[src/rtl/mbist_pkg.sv]
package mbist_pkg;

    typedef enum logic [2:0] {
        PH_ZERO  = 3'd0,
        PH_ONES  = 3'd1,
        PH_WALK1 = 3'd2,
        PH_WALK0 = 3'd3,
        PH_GAL1  = 3'd4,
        PH_GAL0  = 3'd5
    } phase_e;

    typedef enum logic [2:0] {
        ST_IDLE,
        ST_FILL,
        ST_SOLID_RD,
        ST_SET,
        ST_SCAN,
        ST_GAL_A,
        ST_GAL_B,
        ST_RESTORE
    } seq_st_e;

    // Background word is all ones for these phases.
    function automatic logic bg_is_ones(phase_e ph);
        return (ph == PH_ONES) || (ph == PH_WALK0) || (ph == PH_GAL0);
    endfunction

    function automatic logic is_solid(phase_e ph);
        return (ph == PH_ZERO) || (ph == PH_ONES);
    endfunction

    function automatic logic is_walk(phase_e ph);
        return (ph == PH_WALK1) || (ph == PH_WALK0);
    endfunction

endpackage

[src/rtl/mbist_seq.sv]
module mbist_seq
    import mbist_pkg::*;
#(
    parameter int ADDR_W = 4,
    parameter int DATA_W = 8
) (
    input  logic              clk,
    input  logic              rst,
    input  logic              start,
    output logic              busy,
    output logic              op_we,
    output logic              op_re,
    output logic [ADDR_W-1:0] op_addr,
    output logic [DATA_W-1:0] op_data,
    output phase_e            op_phase,
    output logic              finish
);
    localparam logic [ADDR_W-1:0] LAST = '1;

    seq_st_e           st_q, st_d;
    phase_e            ph_q, ph_d;
    logic [ADDR_W-1:0] a_q, a_d, b_q, b_d;
    logic [DATA_W-1:0] bg_w, tst_w;
    logic [ADDR_W-1:0] a_inc, last_a, first_a;
    logic              phase_end;

    assign bg_w    = bg_is_ones(ph_q) ? '1 : '0;
    assign tst_w   = ~bg_w;
    assign a_inc   = a_q + 1'b1;
    assign last_a  = (b_q == LAST) ? LAST - 1'b1 : LAST;
    assign first_a = (b_q == '0) ? {{(ADDR_W-1){1'b0}}, 1'b1} : '0;
    assign busy    = (st_q != ST_IDLE);
    assign op_phase = ph_q;

    always_comb begin
        st_d      = st_q;
        ph_d      = ph_q;
        a_d       = a_q;
        b_d       = b_q;
        phase_end = 1'b0;
        finish    = 1'b0;
        op_we     = 1'b0;
        op_re     = 1'b0;
        op_addr   = a_q;
        op_data   = bg_w;
        case (st_q)
            ST_IDLE: begin
                if (start) begin
                    st_d = ST_FILL;
                    ph_d = PH_ZERO;
                    a_d  = '0;
                    b_d  = '0;
                end
            end
            ST_FILL: begin
                op_we = 1'b1;
                if (a_q == LAST) begin
                    a_d  = '0;
                    b_d  = '0;
                    st_d = is_solid(ph_q) ? ST_SOLID_RD : ST_SET;
                end else begin
                    a_d = a_inc;
                end
            end
            ST_SOLID_RD: begin
                op_re = 1'b1;
                if (a_q == LAST) phase_end = 1'b1;
                else             a_d = a_inc;
            end
            ST_SET: begin
                op_we   = 1'b1;
                op_addr = b_q;
                op_data = tst_w;
                if (is_walk(ph_q)) begin
                    st_d = ST_SCAN;
                    a_d  = '0;
                end else begin
                    st_d = ST_GAL_A;
                    a_d  = first_a;
                end
            end
            ST_SCAN: begin
                op_re   = 1'b1;
                op_data = (a_q == b_q) ? tst_w : bg_w;
                if (a_q == LAST) st_d = ST_RESTORE;
                else             a_d  = a_inc;
            end
            ST_GAL_A: begin
                op_re = 1'b1;
                st_d  = ST_GAL_B;
            end
            ST_GAL_B: begin
                op_re   = 1'b1;
                op_addr = b_q;
                op_data = tst_w;
                if (a_q == last_a) begin
                    st_d = ST_RESTORE;
                end else begin
                    st_d = ST_GAL_A;
                    a_d  = (a_inc == b_q) ? a_q + 2'd2 : a_inc;
                end
            end
            ST_RESTORE: begin
                op_we   = 1'b1;
                op_addr = b_q;
                if (b_q == LAST) begin
                    phase_end = 1'b1;
                end else begin
                    b_d  = b_q + 1'b1;
                    st_d = ST_SET;
                end
            end
            default: st_d = ST_IDLE;
        endcase

        if (phase_end) begin
            a_d = '0;
            b_d = '0;
            if (ph_q == PH_GAL0) begin
                st_d   = ST_IDLE;
                finish = 1'b1;
            end else begin
                st_d = ST_FILL;
                ph_d = phase_e'(ph_q + 3'd1);
            end
        end
    end

    always_ff @(posedge clk) begin
        if (rst) begin
            st_q <= ST_IDLE;
            ph_q <= PH_ZERO;
            a_q  <= '0;
            b_q  <= '0;
        end else begin
            st_q <= st_d;
            ph_q <= ph_d;
            a_q  <= a_d;
            b_q  <= b_d;
        end
    end

endmodule

[src/rtl/mbist_cmp.sv]
module mbist_cmp
    import mbist_pkg::*;
#(
    parameter int ADDR_W = 4,
    parameter int DATA_W = 8
) (
    input  logic              clk,
    input  logic              rst,
    input  logic              clear,
    input  logic              rd_issue,
    input  logic [ADDR_W-1:0] rd_addr,
    input  logic [DATA_W-1:0] rd_exp,
    input  phase_e            rd_phase,
    input  logic [DATA_W-1:0] rd_data,
    output logic              fail,
    output logic [ADDR_W-1:0] fail_addr,
    output logic [2:0]        fail_phase
);
    typedef struct packed {
        logic              vld;
        logic [ADDR_W-1:0] addr;
        logic [DATA_W-1:0] exp;
        phase_e            ph;
    } pend_t;

    pend_t pend_q;
    logic  miss;

    assign miss = pend_q.vld && (rd_data != pend_q.exp);

    always_ff @(posedge clk) begin
        if (rst) begin
            pend_q <= '0;
        end else begin
            pend_q.vld  <= rd_issue;
            pend_q.addr <= rd_addr;
            pend_q.exp  <= rd_exp;
            pend_q.ph   <= rd_phase;
        end
    end

    always_ff @(posedge clk) begin
        if (rst || clear) begin
            fail       <= 1'b0;
            fail_addr  <= '0;
            fail_phase <= '0;
        end else if (miss && !fail) begin
            fail       <= 1'b1;
            fail_addr  <= pend_q.addr;
            fail_phase <= pend_q.ph;
        end
    end

endmodule

[src/rtl/mbist_ctrl.sv]
module mbist_ctrl
    import mbist_pkg::*;
#(
    parameter int ADDR_W = 4,
    parameter int DATA_W = 8
) (
    input  logic              clk,
    input  logic              rst,
    input  logic              start,
    output logic              done,
    output logic              fail,
    output logic [ADDR_W-1:0] fail_addr,
    output logic [2:0]        fail_phase,
    output logic [ADDR_W-1:0] mem_addr,
    output logic              mem_we,
    output logic              mem_re,
    output logic [DATA_W-1:0] mem_wdata,
    input  logic [DATA_W-1:0] mem_rdata
);
    logic              busy, finish, accept;
    logic [DATA_W-1:0] op_data;
    phase_e            op_phase;

    assign accept    = start && !busy;
    assign mem_wdata = mem_we ? op_data : '0;

    mbist_seq #(.ADDR_W(ADDR_W), .DATA_W(DATA_W)) u_seq (
        .clk      (clk),
        .rst      (rst),
        .start    (start),
        .busy     (busy),
        .op_we    (mem_we),
        .op_re    (mem_re),
        .op_addr  (mem_addr),
        .op_data  (op_data),
        .op_phase (op_phase),
        .finish   (finish)
    );

    mbist_cmp #(.ADDR_W(ADDR_W), .DATA_W(DATA_W)) u_cmp (
        .clk        (clk),
        .rst        (rst),
        .clear      (accept),
        .rd_issue   (mem_re),
        .rd_addr    (mem_addr),
        .rd_exp     (op_data),
        .rd_phase   (op_phase),
        .rd_data    (mem_rdata),
        .fail       (fail),
        .fail_addr  (fail_addr),
        .fail_phase (fail_phase)
    );

    always_ff @(posedge clk) begin
        if (rst || accept) done <= 1'b0;
        else if (finish)   done <= 1'b1;
    end

endmodule

[config.mk]
export PLATFORM = sky130hd
export DESIGN_NAME = mbist_ctrl
export DESIGN_NICKNAME = d
export VERILOG_FILES = /design/src/rtl/mbist_pkg.sv /design/src/rtl/mbist_seq.sv /design/src/rtl/mbist_cmp.sv /design/src/rtl/mbist_ctrl.sv
export SDC_FILE = /design/constraint.sdc
export NUM_CORES = 1
export LEC_CHECK = 0
export ABC_AREA = 1
export BUFFER_PORTS_ARGS = -buffer_cell sky130_fd_sc_hd__buf_2
export CORE_MARGIN = 3
export CORE_UTILIZATION = 30
export CTS_BUF_LIST = sky130_fd_sc_hd__clkbuf_16
export CTS_CLUSTER_DIAMETER = 200
export DETAILED_ROUTE_END_ITERATION = 8
export SLEW_MARGIN = 40
export SYNTH_ARGS = -nofsm -noshare
export SYNTH_HDL_FRONTEND = slang
export SYNTH_SLANG_ARGS = --single-unit
[constraint.sdc]
create_clock -name clk -period 2.1 [get_ports clk]
set_input_delay 0.21 -clock clk [delete_from_list [all_inputs] [get_ports clk]]
set_output_delay 0.21 -clock clk [all_outputs]
set_load 0.01 [all_outputs]
==> run_results.csv, run 1 <==
group,metric,value,unit
finish,finish.net_count,370,
logic_synthesis,number_of_storage_elements_in_the_synthesis_netlist,32,
power_and_ir_drop,total_switching_power,1090,uW
timing,rsz0062_at_grt,"true",
power_and_ir_drop,internal-power,1570,uW
power_and_ir_drop,finalPower,2660,uW
hold_path,whs_path_depth,2,
setup_path,worstPathMaxFanout,8,
logic_synthesis,netlist_area,2020,sq um
die,core,6460,sq um
hold_path,holdCritPathClass,"in -> reg",
power_and_ir_drop,power.density_cell_area,1020,nW/um^2
global_routing,total_global_routing_track_utilization,13.4,%
setup_path,worst-endpoint-arrival,1870,ps
routing,detail_route.drc_violations,0,
logic_synthesis,post_synthesis_average_cell_area,6.66,sq um
timing,tightestPinTransition,496,ps
finish,syn2layout_area_growth,28.7,%
timing,finalHoldWorstSlack,280,ps
logic_synthesis,synth_top_area_share,31.7,%
setup_path,regToRegStartpoint,"u_seq.a_q[0]$_SDFFE_PP0P_",
timing,min_tclk_post_route,2080,ps
global_routing,grt_antenna_before_repair,0,
run_status,result_of_the_run,"complete, no violations",
hold_path,end_point_of_the_worst_hold_path,"u_seq.op_phase[1]$_SDFF_PP0_",
logic_synthesis,post_synth_inst_count,304,
routing,drt-vias-per-instance,4.68,
power_and_ir_drop,p_leak,0.00128,uW
timing,timing.final.setup_violations,0,
finish,number_of_diodes,0,
power_and_ir_drop,irDropWorstVdd,0.344,mV
timing,timing.fmax,480,MHz
setup_path,crit_path_start_kind,"flop",
die,design.portCount,34,
clock_tree,cts-buffers-inserted,5,
finish,layout.cells.non_filler,428,
clock_tree,clk_path_buf_depth,2,
hold_path,worst_hold_startpoint,"rst",
die,placement_rows,29,
setup_path,timing.setup.critical_path_class,"reg -> out",
logic_synthesis,yosys.cell_types.count,31,
timing,worst_slack,16.3,ps
routing,postRouteWirelength,4.95,mm
logic_synthesis,synth_sequential_area_ratio,31.7,%
clock_tree,tritoncts,"done",
finish,finalCoreUtilization,40.3,%
placed_design,place_worst_setup_slack,150,ps
die,die_x,88.1,microns
power_and_ir_drop,seqPwrFrac,30.7,%
clock_tree,clock_sinks,32,
logic_synthesis,synthDominantAreaCellType,"dfxtp_1",
timing,report.final.slew_viol_count,0,
setup_path,reg2regPathDepth,10,
routing,drt_first_iter_violations,86,
die,initial_utilization,31.3,%
finish,final_cell_mix,"54 x nand2_1, 43 x nor2_1, 29 x inv_1",
clock_tree,cts-root-buf,"clkbuf_16",
global_routing,global_route.overflow_total,0,
clock_tree,clock_latency_reported_for_the_late_side_of_the_worst_skew_pair,280,ps
run,maxCapViolCount,0,
routing,final_antenna_net_count,0,
die,die_h,88.1,microns
routing,dr.pass1.iters,4,
timing,report.final.hold_viol_count,0,
setup_path,setup.reg_to_reg.worst_slack,300,ps
placed_design,placedCellCount,409,
setup_path,worst_r2r_endpoint,"u_seq.a_q[0]$_SDFFE_PP0P_",
placed_design,detailedPlacementHpwl,3.78,mm
setup_path,setup.worst_path.end_class,"output port",
global_routing,grt_first_pass_wirelength,8.36,mm
die,die-area,7770,sq um
clock_tree,clkSlewWorstSetupHoldPaths,60,ps
logic_synthesis,synth_top_cells_by_area,"dfxtp_1 32%, nand2_1 11%, nor2_1 8.2%",
logic_synthesis,mappedNetlistNets,324,
timing,slew-limit-headroom,66.8,%
finish,share_of_cells_above_drive_strength_1,33.9,%
logic_synthesis,yosysWarningCount,0,
clock_tree,post_cts_hold_buffer_count,0,
global_routing,maximum_number_of_pins_on_one_net_before_global_route_repair,15,
placed_design,globalplace.congestion,0.928,
clock_tree,h-tree-depth,2,
timing,final.period_utilization,99.2,%
placed_design,placement.io_buffers,33,
finish,mostFrequentLayoutCell,"nand2_1",
setup_path,cp.required,1890,ps
routing,drt-wirelength-per-cell,11.6,microns
routing,vias,2001,
power_and_ir_drop,swShare,41.1,%
power_and_ir_drop,power.clock.fraction,27.4,%
timing,fin_worst_skew,5.07,ps
global_routing,via_count_of_the_first_global_routing_pass,1928,
power_and_ir_drop,power.combinational.fraction,41.9,%
-- state kept, by name (all words and copies together), names as in the netlist --
name,cells
u_cmp.pend_q,9
u_cmp.fail_addr,4
u_seq.a_q,4
u_seq.b_q,4
u_cmp.fail_phase,3
u_seq.op_phase,3
u_seq.st_q,3
done,1
u_cmp.fail,1
-- worst max-delay path, cell delays in order, from the launching register on --
cell	delay [ps]
dfxtp_2	330
ha_2	180
ha_2	170
a21oi_2	90
nand2_1	80
a21boi_1	130
o21ai_1	110
inv_1	80
nor2_4	270
buf_6	150
-- per-layer routing --
layer,part of all wire (%),GRT usage [%],up-vias,routed length [microns]
li1,-,-,1060,-
met1,47,16.2,893,2320
met2,47,23.0,40,2330
met3,4.3,3.20,8,215
met4,1.7,4.95,0,82
met5,0,0,-,0
-- metrics by stage --
stage	cell area, sq um	TNS [ps]
global placement	2250	0
finish	2600	0
global route	2600	-1190
CTS	2410	0
detailed placement	2250	0
floorplan	2020	0
-- power groups by stage --
stage / registers, uW / logic [uW] / clock network (uW)
floorplan: 789 / 777 / 0
global placement: 816 / 1030 / 0
detailed placement: 814 / 1040 / 0
CTS: 802 / 1050 / 747
global route: 830 / 1280 / 778
finish: 816 / 1110 / 729
-- cells in the mapped netlist --
master     number
a21oi_2         2
nor2_1         44
nor4_1          1
nand3_1        28
a21oi_1        16
nand2_2         8
nor2_2          3
nor3_1          5
inv_2          10
nand2_1        60
xnor2_1         1
a21boi_0        2
nand4_1         2
inv_1          35
dfxtp_1        32
xor2_1          1
or3_1           1
nor3_2          1
nand3_2         1
buf_4           8
nor3_4          1
a21boi_2        1
o2111ai_1       1
clkbuf_1        1
nor2_4          5
nand2_4         1
ha_1            9
a31oi_1         2
o21ai_0        15
a21oi_4         1
o21ai_1         6
-- kinds of logic after synthesis --
group                      count (synthesis)  share of synthesized area (%)
and+or+nand+nor                          161                           37.2
buffers and inverters                     54                           11.5
AOI/OAI and AO/OA                         46                           13.2
DFF                                       32                           31.7
adders and majority gates                  9                           5.57
xor gates and xnor gates                   2                          0.866
-- cell type report --
| cell class | instances | area, sq um |
|---|---|---|
| clock buffers | 5 | 125 |
| clock inverters | 3 | 23.8 |
| fillers | 678 | 3850 |
| inverters | 45 | 176 |
| multi-input cells | 218 | 1190 |
| flip-flops and latches | 32 | 666 |
| well taps | 77 | 96.3 |
| repair buffers | 48 | 328 |
-- how the worst max path moves through the flow --
stage	startpoint	end	slack, ps
floorplan	u_seq.op_phase[0]$_SDFF_PP0_	mem_wdata[1]	150
detailed placement	u_seq.b_q[2]$_SDFFE_PP0P_	mem_wdata[6]	150
global placement	u_seq.op_phase[1]$_SDFF_PP0_	mem_wdata[0]	180
finish	u_seq.op_phase[0]$_SDFF_PP0_	mem_wdata[6]	20
CTS	u_seq.b_q[2]$_SDFFE_PP0P_	mem_wdata[6]	4
global route	u_seq.b_q[0]$_SDFFE_PP0P_	mem_wdata[0]	-150
-- timing repair --
action | CTS | global route
pin swaps | 0 | 8
setup buffers | 0 | 11
resized for setup | 2 | 46
endpoints found under the setup margin | 8 | 8
(Power assumes the default switching activity.)
==> inputs of run 2 (changes only) <==
- RECOVER_POWER: unset -> 25
- SETUP_SLACK_MARGIN: unset -> 0.05
==> run_results.csv, run 2 (synthesis gave the netlist of run 1 again) <==
group,metric,value,unit
timing,tightestPinTransition,495,ps
finish,layout.cells.non_filler,427,
timing,min_tclk_post_route,2090,ps
finish,share_of_cells_above_drive_strength_1,31.1,%
global_routing,total_global_routing_track_utilization,13.4,%
setup_path,setup.worst_path.end_class,"output port",
die,die-area,7770,sq um
die,placement_rows,29,
finish,syn2layout_area_growth,27.7,%
run,maxCapViolCount,0,
finish,largest_register_ffs,9,
finish,finish.net_count,369,
clock_tree,clock_sinks,32,
global_routing,grt.met2_usage,22.9,%
placed_design,place_worst_setup_slack,150,ps
finish,final_cell_mix,"55 x nand2_1, 43 x nor2_1, 29 x inv_1",
routing,vias,1994,
setup_path,worst-endpoint-arrival,1880,ps
setup_path,cp_startpoint,"u_seq.b_q[2]$_SDFFE_PP0P_",
power_and_ir_drop,irDropWorstVdd,0.344,mV
finish,number_of_diodes,0,
finish,register_ranked_first_by_flip_flop_count,"u_cmp.pend_q",
finish,final_design_area_no_fill,2580,sq um
setup_path,worst_r2r_endpoint,"u_seq.a_q[0]$_SDFFE_PP0P_",
setup_path,cp.required,1890,ps
clock_tree,clkSlewWorstSetupHoldPaths,60,ps
setup_path,endpoint_of_the_worst_setup_timing_path,"mem_wdata[6]",
finish,fill_cell_count,680,
setup_path,crit_path_start_kind,"flop",
finish,multi_input_comb_area,1190,sq um
setup_path,critical-path-max-stage-delay,370,ps
clock_tree,cts-root-buf,"clkbuf_16",
setup_path,worstPathBufferInverterCount,4,
clock_tree,h-tree-depth,2,
timing,rsz0062_at_grt,"true",
routing,postRouteWirelength,4.94,mm
routing,final_antenna_net_count,0,
routing,drt-wirelength-per-cell,11.6,microns
global_routing,grt_antenna_before_repair,0,
clock_tree,cts-buffers-inserted,5,
routing,drt-vias-per-instance,4.67,
die,die_h,88.1,microns
timing,timing.fmax,478,MHz
placed_design,placement.io_buffers,33,
setup_path,setup.reg_to_reg.worst_slack,320,ps
global_routing,grt_first_pass_wirelength,8.36,mm
global_routing,via_count_of_the_first_global_routing_pass,1932,
run_status,result_of_the_run,"complete, no violations",
global_routing,groute.layer.met3.usage,3.39,%
placed_design,placed_cell_area,2250,sq um
die,core,6460,sq um
setup_path,worst_path_max_delay_cell,"dfxtp_4",
timing,final.period_utilization,99.7,%
global_routing,globalRoute.busiestLayer,"met2",
setup_path,regToRegStartpoint,"u_seq.a_q[0]$_SDFFE_PP0P_",
routing,dr.pass1.iters,4,
finish,mostFrequentLayoutCell,"nand2_1",
timing,timing.final.setup_violations,0,
setup_path,reg2regPathDepth,10,
clock_tree,clk_path_buf_depth,2,
global_routing,global_route.overflow_total,0,
global_routing,maximum_number_of_pins_on_one_net_before_global_route_repair,15,
hold_path,holdCritPathClass,"in -> reg",
die,initial_utilization,31.3,%
clock_tree,tritoncts,"done",
placed_design,detailedPlacementHpwl,3.78,mm
power_and_ir_drop,p_leak,0.00124,uW
setup_path,path_cells,"inv_4 > nand2_4 > nand2_2 > nand4_1 > o21ai_1 > inv_1 > o21ai_1 > inv_1 > nor2_4 > buf_6",
die,die_x,88.1,microns
global_routing,use_met1,16.2,%
clock_tree,clock_latency_reported_for_the_late_side_of_the_worst_skew_pair,280,ps
timing,report.final.hold_viol_count,0,
routing,detail_route.drc_violations,0,
timing,finalHoldWorstSlack,280,ps
routing,drt_first_iter_violations,68,
die,design.portCount,34,
setup_path,worstPathMaxFanout,8,
setup_path,timing.setup.critical_path_class,"reg -> out",
placed_design,globalplace.congestion,0.928,
placed_design,placedCellCount,409,
timing,fin_worst_skew,5.18,ps
setup_path,critical_path_depth,10,
finish,sequential_cell_area,666,sq um
power_and_ir_drop,power.density_cell_area,1030,nW/um^2
setup_path,critical_path.top_delay_family,"simple AND/OR/NAND/NOR gates",
timing,slew-limit-headroom,66.9,%
timing,worst_slack,7.09,ps
timing,report.final.slew_viol_count,0,
==> run 2: metal layers <==
layer | up-vias | share of wire [%]
met1 | 881 | 46
met4 | 0 | 1.7
li1 | 1058 | -
met2 | 47 | 47
met5 | - | 0
met3 | 8 | 5.3
==> run 2: worst min path at each step <==
stage / from / end / slack, ps / cells after the start
floorplan: rst / u_cmp.pend_q[15]$_SDFF_PP0_ / 280 / 1
global placement: u_cmp.pend_q[1]$_SDFF_PP0_ / u_cmp.fail_phase[1]$_SDFFE_PP0P_ / 440 / 2
detailed placement: u_cmp.pend_q[0]$_SDFF_PP0_ / u_cmp.fail_phase[0]$_SDFFE_PP0P_ / 440 / 2
CTS: rst / u_seq.op_phase[1]$_SDFF_PP0_ / 300 / 2
global route: rst / u_cmp.pend_q[11]$_SDFF_PP0_ / 290 / 2
finish: rst / u_seq.op_phase[1]$_SDFF_PP0_ / 280 / 2
==> run 2: worst register-to-register path, cell delays in order (launching register included) <==
cell and delay, ps:
dfxtp_4 360, ha_1 240, inv_1 150, nand2_1 100
nand2_1 120, nand2_1 70, nand2_1 70, nand3_1 200
nor2_1 180, o21ai_1 90, a21oi_1 130
==> run 2: cell type report <==
cell class	instances	area share, %
clock buffer	5	4.84
clock inverter	3	0.920
inverter	45	6.83
multi-input combinational	218	45.9
sequential	32	25.8
tap	77	3.73
timing repair buffer	47	12.0
==> run 2: repair_timing <==
| action | CTS | global route |
|---|---|---|
| setup buffers | 0 | 10 |
| setup endpoints to repair | 8 | 8 |
| hold buffers | 0 | 0 |
| pin swaps | 0 | 7 |
| hold endpoints to repair | 0 | 0 |
| gates resized for setup | 6 | 41 |
==> run 2: metrics by stage <==
stage,setup TNS (ps),power [uW],utilization (%)
after floorplan,0,1570,-
after global placement,0,1850,34.9
after detailed placement,0,1850,34.9
after CTS,0,2600,37.3
after global routing,-1180,2880,40.0
final,0,2650,40.0
==> run 2: power by group <==
group / total (uW) / internal [uW] / switching, uW
sequential: 815 / 711 / 104
clock: 729 / 441 / 289
combinational: 1110 / 408 / 701
